[config.mk]
export PLATFORM = sky130hd
export DESIGN_NAME = synth_ctl
export DESIGN_NICKNAME = d
export VERILOG_FILES = /design/src/rtl/synth_ctl_pkg.sv /design/src/rtl/sync_chain.sv /design/src/rtl/ser_shift.sv /design/src/rtl/ctl_regs.sv /design/src/rtl/synth_ctl.sv
export SDC_FILE = /design/constraint.sdc
export NUM_CORES = 1
export LEC_CHECK = 0
export ABC_AREA = 1
export CELL_PAD_IN_SITES_DETAIL_PLACEMENT = 1
export CELL_PAD_IN_SITES_GLOBAL_PLACEMENT = 2
export CORE_ASPECT_RATIO = 0.6
export CORE_UTILIZATION = 35
export DETAILED_ROUTE_END_ITERATION = 8
export DONT_BUFFER_PORTS = 1
export GPL_TIMING_DRIVEN = 0
export MAX_ROUTING_LAYER = met4
export PLACE_DENSITY_LB_ADDON = 0.08
export SLEW_MARGIN = 20
export SYNTH_ARGS = -nofsm -noshare
export SYNTH_HDL_FRONTEND = slang
export SYNTH_SLANG_ARGS = --single-unit
export TNS_END_PERCENT = 50
[constraint.sdc]
create_clock -name clk -period 1 [get_ports clk]
set_input_delay 0.2 -clock clk [delete_from_list [all_inputs] [get_ports clk]]
set_output_delay 0.2 -clock clk [all_outputs]
set_load 0.01 [all_outputs]
[src/rtl/synth_ctl_pkg.sv]
package synth_ctl_pkg;

  localparam int M_W         = 9;
  localparam int R_W         = 6;
  localparam int A_W         = 4;
  localparam int FREQ_W      = M_W + R_W + A_W + 1;
  localparam int ENH_W       = 8;
  localparam int ENH_PAY_W   = ENH_W - 2;
  localparam int SYNC_STAGES = 2;

  typedef struct packed {
    logic [M_W-1:0] m;
    logic [R_W-1:0] r;
    logic [A_W-1:0] a;
    logic           pb;
  } freq_t;

  typedef struct packed {
    logic bypass;
    logic fc;
    logic msel;
    logic cnt_load;
    logic pwr_dn;
    logic fp;
  } enh_t;

  // Buffer index FREQ_W-1 holds the first bit shifted in.
  function automatic freq_t unpack_freq(input logic [FREQ_W-1:0] w);
    freq_t f;
    f.r  = {w[19], w[18], w[7:4]};
    f.m  = {w[17], w[16], w[14:8]};
    f.pb = w[15];
    f.a  = w[3:0];
    return f;
  endfunction

  // Payload excludes both reserved end bits; p[ENH_PAY_W-1] is the second bit shifted.
  function automatic enh_t unpack_enh(input logic [ENH_PAY_W-1:0] p);
    enh_t e;
    e.fp       = p[5];
    e.pwr_dn   = p[4];
    e.cnt_load = p[3];
    e.msel     = p[2];
    e.fc       = p[1];
    e.bypass   = p[0];
    return e;
  endfunction

endpackage

[src/rtl/sync_chain.sv]
module sync_chain #(
  parameter int W      = 4,
  parameter int STAGES = 2
) (
  input  logic         clk,
  input  logic         rst,
  input  logic [W-1:0] d,
  output logic [W-1:0] q
);

  logic [STAGES-1:0][W-1:0] st;

  always_ff @(posedge clk) begin
    if (rst) begin
      st <= '0;
    end else begin
      st[0] <= d;
      for (int i = 1; i < STAGES; i++) begin
        st[i] <= st[i-1];
      end
    end
  end

  assign q = st[STAGES-1];

endmodule

[src/rtl/ser_shift.sv]
module ser_shift #(
  parameter int W = 20
) (
  input  logic         clk,
  input  logic         rst,
  input  logic         shift_en,
  input  logic         din,
  output logic [W-1:0] q
);

  always_ff @(posedge clk) begin
    if (rst) begin
      q <= '0;
    end else if (shift_en) begin
      q <= {q[W-2:0], din};
    end
  end


  shift_hold_chk: assert property (@(posedge clk) disable iff (rst)
    !shift_en |=> $stable(q));

endmodule

[src/rtl/ctl_regs.sv]
module ctl_regs
  import synth_ctl_pkg::*;
(
  input  logic                 clk,
  input  logic                 rst,
  input  logic                 dir_mode,
  input  logic                 enh_n,
  input  logic                 freq_commit,
  input  logic                 enh_commit,
  input  logic [FREQ_W-1:0]    freq_word,
  input  logic [ENH_PAY_W-1:0] enh_word,
  input  logic [M_W-1:0]       dir_m,
  input  logic [R_W-1:0]       dir_r,
  input  logic [A_W-1:0]       dir_a,
  output freq_t                out_f,
  output enh_t                 out_e
);

  freq_t freq_q;
  enh_t  enh_q;
  freq_t dir_sel;

  always_comb begin
    dir_sel.m  = dir_m;
    dir_sel.r  = dir_r;
    dir_sel.a  = dir_a;
    dir_sel.pb = 1'b0;
  end

  always_ff @(posedge clk) begin
    if (rst) begin
      freq_q <= '0;
    end else if (freq_commit) begin
      freq_q <= unpack_freq(freq_word);
    end
  end

  always_ff @(posedge clk) begin
    if (rst) begin
      enh_q <= '0;
    end else if (enh_commit) begin
      enh_q <= unpack_enh(enh_word);
    end
  end

  always_ff @(posedge clk) begin
    if (rst) begin
      out_f <= '0;
      out_e <= '0;
    end else begin
      out_f <= dir_mode ? dir_sel : freq_q;
      out_e <= enh_n ? '0 : enh_q;
    end
  end


  freq_hold_chk: assert property (@(posedge clk) disable iff (rst)
    !freq_commit |=> $stable(freq_q));


  enh_hold_chk: assert property (@(posedge clk) disable iff (rst)
    !enh_commit |=> $stable(enh_q));


  enh_mask_chk: assert property (@(posedge clk) disable iff (rst)
    enh_n |=> (out_e == '0));


  dir_nobypass_chk: assert property (@(posedge clk) disable iff (rst)
    dir_mode |=> !out_f.pb);


  dir_keep_chk: assert property (@(posedge clk) disable iff (rst)
    dir_mode |=> $stable(freq_q));

endmodule

[src/rtl/synth_ctl.sv]
module synth_ctl
  import synth_ctl_pkg::*;
#(
  parameter int SYNC_DEPTH = SYNC_STAGES
) (
  input  logic           clk,
  input  logic           rst,
  input  logic           dmode,
  input  logic           sdata,
  input  logic           sclk,
  input  logic           s_wr,
  input  logic           e_wr,
  input  logic           enh_n,
  input  logic [M_W-1:0] dir_m,
  input  logic [R_W-1:0] dir_r,
  input  logic [A_W-1:0] dir_a,
  output logic [M_W-1:0] m_cnt,
  output logic [R_W-1:0] r_cnt,
  output logic [A_W-1:0] a_cnt,
  output logic           pb_out,
  output logic           fp_en,
  output logic           pwr_dn,
  output logic           cnt_load,
  output logic           msel_en,
  output logic           fc_en,
  output logic           enh_bypass
);

  localparam int PIN_W  = 4;
  localparam int EDGE_W = PIN_W - 1;

  logic [PIN_W-1:0]  sy;
  logic [EDGE_W-1:0] prv;
  logic              sclk_rise, swr_rise, ewr_fall;
  logic              freq_commit;
  logic [FREQ_W-1:0] sbuf;
  freq_t             of;
  enh_t              oe;

  sync_chain #(.W(PIN_W), .STAGES(SYNC_DEPTH)) u_sync (
    .clk (clk),
    .rst (rst),
    .d   ({e_wr, s_wr, sclk, sdata}),
    .q   (sy)
  );

  always_ff @(posedge clk) begin
    if (rst) prv <= '0;
    else     prv <= sy[PIN_W-1:1];
  end

  assign sclk_rise   = sy[1] & ~prv[0];
  assign swr_rise    = sy[2] & ~prv[1];
  assign ewr_fall    = ~sy[3] & prv[2];
  assign freq_commit = swr_rise & ~sy[3] & ~dmode;

  ser_shift #(.W(FREQ_W)) u_shift (
    .clk      (clk),
    .rst      (rst),
    .shift_en (sclk_rise),
    .din      (sy[0]),
    .q        (sbuf)
  );

  ctl_regs u_regs (
    .clk         (clk),
    .rst         (rst),
    .dir_mode    (dmode),
    .enh_n       (enh_n),
    .freq_commit (freq_commit),
    .enh_commit  (ewr_fall),
    .freq_word   (sbuf),
    .enh_word    (sbuf[ENH_W-2:1]),
    .dir_m       (dir_m),
    .dir_r       (dir_r),
    .dir_a       (dir_a),
    .out_f       (of),
    .out_e       (oe)
  );

  assign m_cnt      = of.m;
  assign r_cnt      = of.r;
  assign a_cnt      = of.a;
  assign pb_out     = of.pb;
  assign fp_en      = oe.fp;
  assign pwr_dn     = oe.pwr_dn;
  assign cnt_load   = oe.cnt_load;
  assign msel_en    = oe.msel;
  assign fc_en      = oe.fc;
  assign enh_bypass = oe.bypass;


  reset_clear_chk: assert property (@(posedge clk)
    rst |=> (m_cnt == '0 && r_cnt == '0 && a_cnt == '0 && !pb_out &&
             !fp_en && !pwr_dn && !cnt_load && !msel_en && !fc_en && !enh_bypass));

endmodule

==> insert_results.sql <==
INSERT INTO impl_metrics (metric_group, metric, value, unit) VALUES
('cts', 'clk_pin_slew', '0.06', 'ns'),
('sta', 'final_worst_path_period_need', '1.02', 'ns'),
('final_layout', 'register_area', '1660', 'um2'),
('synth', 'post_synth_instance_area', '3020', 'um2'),
('placement', 'placed_cells', '497', ''),
('placement', 'finalWeightedCongestion', '0.745', ''),
('floorplan', 'row_count', '25', ''),
('setup_path', 'r2r_slack', '-0.02', 'ns'),
('drt', 'detail_route.first_pass.iterations', '4', ''),
('sta', 'final-hold-violation-count', '0', ''),
('synth', 'yosysWarnings', '0', ''),
('synth', 'synth.area.mux_share', '0', '%'),
('final_layout', 'layout.cells.non_filler', '536', ''),
('final_layout', 'area_of_the_multi_input_gates', '1120', 'um2'),
('sta', 'transition_at_the_pin_with_the_smallest_max_transition_slack', '0.284', 'ns'),
('outcome', 'failed_checks', 'setup timing', ''),
('power_and_ir_drop', 'finalPower', '7.35', 'mW'),
('synth', 'number_of_register_bits_inferred_by_synthesis', '83', ''),
('final_layout', 'postLayoutCellArea', '3820', 'um2'),
('placement', 'hpwl', '4870', 'um'),
('synth', 'post_synth_num_cell_types', '16', ''),
('drt', 'vias_cell', '4.58', ''),
('setup_path', 'cell_breakdown_of_the_critical_path', 'inv_4 -> nor2_4 -> buf_6 -> buf_6 -> nand3_2 -> nand2_2 -> nor2_1', ''),
('setup_path', 'critical_path.startpoint', 'u_sync.q[2]$_SDFF_PP0_', ''),
('floorplan', 'chipHeight', '74', 'um'),
('floorplan', 'fp.dieArea', '9030', 'um2'),
('sta', 'maxClockFrequency', '980', 'MHz'),
('sta', 'finalWorstSetupSlack', '-0.0201', 'ns'),
('cts', 'clock_sinks', '83', ''),
('power_and_ir_drop', 'worst_ir_drop_vdd', '0.000893', 'V'),
('worst_hold_path', 'timing.hold.worst.class', 'input pin to flop', ''),
('setup_path', 'worst_setup_path_end_kind', 'flop', ''),
('sta', 'setup_violations', '12', ''),
('sta', 'slew_violations', '0', ''),
('synth', 'synth_xor_xnor_area_share', '0', '%'),
('setup_path', 'worst-r2r-cell-count', '7', ''),
('placement', 'port-buffer-count', '0', ''),
('drt', 'detail_route.wl_per_cell', '13.2', 'um'),
('cts', 'clkLatencyLatePin', '0.34', 'ns'),
('job', 'cap_viol_max_count', '0', ''),
('floorplan', 'core_area', '8130', 'um2'),
('drt', 'totalWireLength', '7070', 'um'),
('final_layout', 'final_layout_size_suffix_gt1_share', '17.1', '%'),
('grt', 'initial_antenna_violation_count', '0', ''),
('cts', 'cts-htree-levels', '3', ''),
('outcome', 'run_status', 'finished, violations left', ''),
('setup_path', 'cp.required', '1.23', 'ns'),
('synth', 'synth_cells', '389', ''),
('sta', 'clock_skew', '0.00481', 'ns'),
('setup_path', 'start_kind', 'flop', ''),
('setup_path', 'rr_endpoint', 'u_regs.freq_q[18]$_SDFFE_PP0P_', ''),
('setup_path', 'crit_family', 'flip-flops', ''),
('final_layout', 'nets_final', '450', ''),
('setup_path', 'worst-path-stages', '7', ''),
('setup_path', 'crit_path_frequent_cell', 'sky130_fd_sc_hd__buf_6', ''),
('placement', 'post_dp_cell_area', '3160', 'um2'),
('cts', 'clockRootBuffer', 'sky130_fd_sc_hd__clkbuf_16', ''),
('setup_path', 'regToRegStartpoint', 'u_sync.q[2]$_SDFF_PP0_', ''),
('synth', 'main_combinational_cell_family_by_area_after_synthesis', 'simple AND/OR/NAND/NOR gates', ''),
('grt', 'first_global_vias', '2343', ''),
('drt', 'drc', '0', ''),
('drt', 'ant_nets', '0', ''),
('setup_path', 'critical_path_buf_inv_count', '3', ''),
('synth', 'synth_nets', '416', ''),
('setup_path', 'critical_path.slowest_cell', 'sky130_fd_sc_hd__dfxtp_2', ''),
('drt', 'drtIter0Drc', '114', ''),
('grt', 'grt_overflow_total', '0', ''),
('grt', 'gr_util_all_layers', '17.8', '%'),
('floorplan', 'pin_count', '53', ''),
('floorplan', 'initial_utilization', '37.2', '%'),
('power_and_ir_drop', 'cell_leakage_power', '1.54', 'nW');
-- placed cells by master, fill, tap and decap left out, types with 11 or more instances in the layout --
| cell type | count |
|---|---|
| sky130_fd_sc_hd__o21ai_1 | 22 |
| sky130_fd_sc_hd__dlygate4sd3_1 | 18 |
| sky130_fd_sc_hd__nand3_1 | 11 |
| sky130_fd_sc_hd__buf_6 | 16 |
| sky130_fd_sc_hd__nor2_1 | 125 |
| sky130_fd_sc_hd__a21oi_1 | 14 |
| sky130_fd_sc_hd__o21ai_0 | 21 |
| sky130_fd_sc_hd__nand2_1 | 18 |
| sky130_fd_sc_hd__dfxtp_1 | 81 |
| sky130_fd_sc_hd__inv_1 | 39 |
-- power breakdown --
group | switching (mW) | internal [mW] | total, mW
clock network | 1.22 | 2.00 | 3.23
logic | 0.324 | 0.252 | 0.575
registers | 0.103 | 3.45 | 3.55
total | 1.65 | 5.70 | 7.35
-- synth_stat cells, drive strengths merged --
cell type	n	area, um2
clkbuf	3	11.3
nor2	130	498
inv	42	158
a21oi	20	100
dfxtp	83	1660
buf	22	178
nand3	20	100
nand2	23	86.3
or2	1	6.26
o21ai	45	225
-- worst min path at each step --
stage,start,endpoint,cells after the start,slack (ns)
after floorplan,rst,u_sync.q[3]$_SDFF_PP0_,1,0.27
after global placement,rst,u_sync.q[3]$_SDFF_PP0_,1,0.27
after detailed placement,rst,u_sync.q[3]$_SDFF_PP0_,1,0.27
after CTS,dir_r[5],u_regs.out_f[10]$_SDFF_PP0_,2,0.001
after global routing,dir_r[4],u_regs.out_f[9]$_SDFF_PP0_,2,0.005
final,dir_m[6],u_regs.out_f[17]$_SDFF_PP0_,2,0.009
-- worst reg2reg max path: cells and delay by family (launching register included) --
kind	cells	cell delay, ns
buffers and inverters	3	0.29
and+or+nand+nor	4	0.29
DFF	1	0.34
-- logic make-up after synthesis --
family | count (synthesis)
flip-flops | 83
AO/OA/AOI/OAI | 65
buffers and inverters | 67
AND/OR/NAND/NOR | 174
-- through the flow --
| step | setup TNS [ns] | util (%) |
|---|---|---|
| floorplan | 0 | - |
| detailed placement | -2.77 | 38.8 |
| finish | -0.131 | 46.9 |
| CTS | -1.20 | 44.8 |
| global route | -1.27 | 46.9 |
| global placement | -1.75 | 38.8 |
-- state kept, by name (all words and copies together) (netlist names) --
signal / count
u_regs.enh_q: 6
u_regs.out_e: 6
u_sync.st: 4
u_shift.q: 20
u_regs.freq_q: 20
u_sync.q: 4
u_regs.out_f: 20
prv: 3
-- final cells by class --
cell class              instances  share of cell area, %
clock buffers                  14                   6.66
repair buffers                 23                   6.10
clock inverters                 2                  0.918
plain buffers                  25                   5.61
flip-flops and latches         83                   43.6
inverters                      42                   4.20
well taps                     108                   3.54
multi-input cells             239                   29.4
-- metal layers --
metal  wire length (um)  vias to the layer above  global-route usage, %
li1                   -                     1274                      -
met5                  0                        -                      -
met2               2950                       36                   24.9
met4                114                        0                   7.82
met3                258                       10                   5.37
met1               3750                     1135                   23.5
-- what timing repair did --
item	4_1_cts	5_1_grt
pin swaps	0	6
gates resized for setup	8	59
gates cloned	0	3
setup buffers	0	2
setup endpoints to repair	46	45
endpoints found under the hold margin	19	0
hold buffers	18	0
Note: power is estimated with default switching activity, not from simulation.
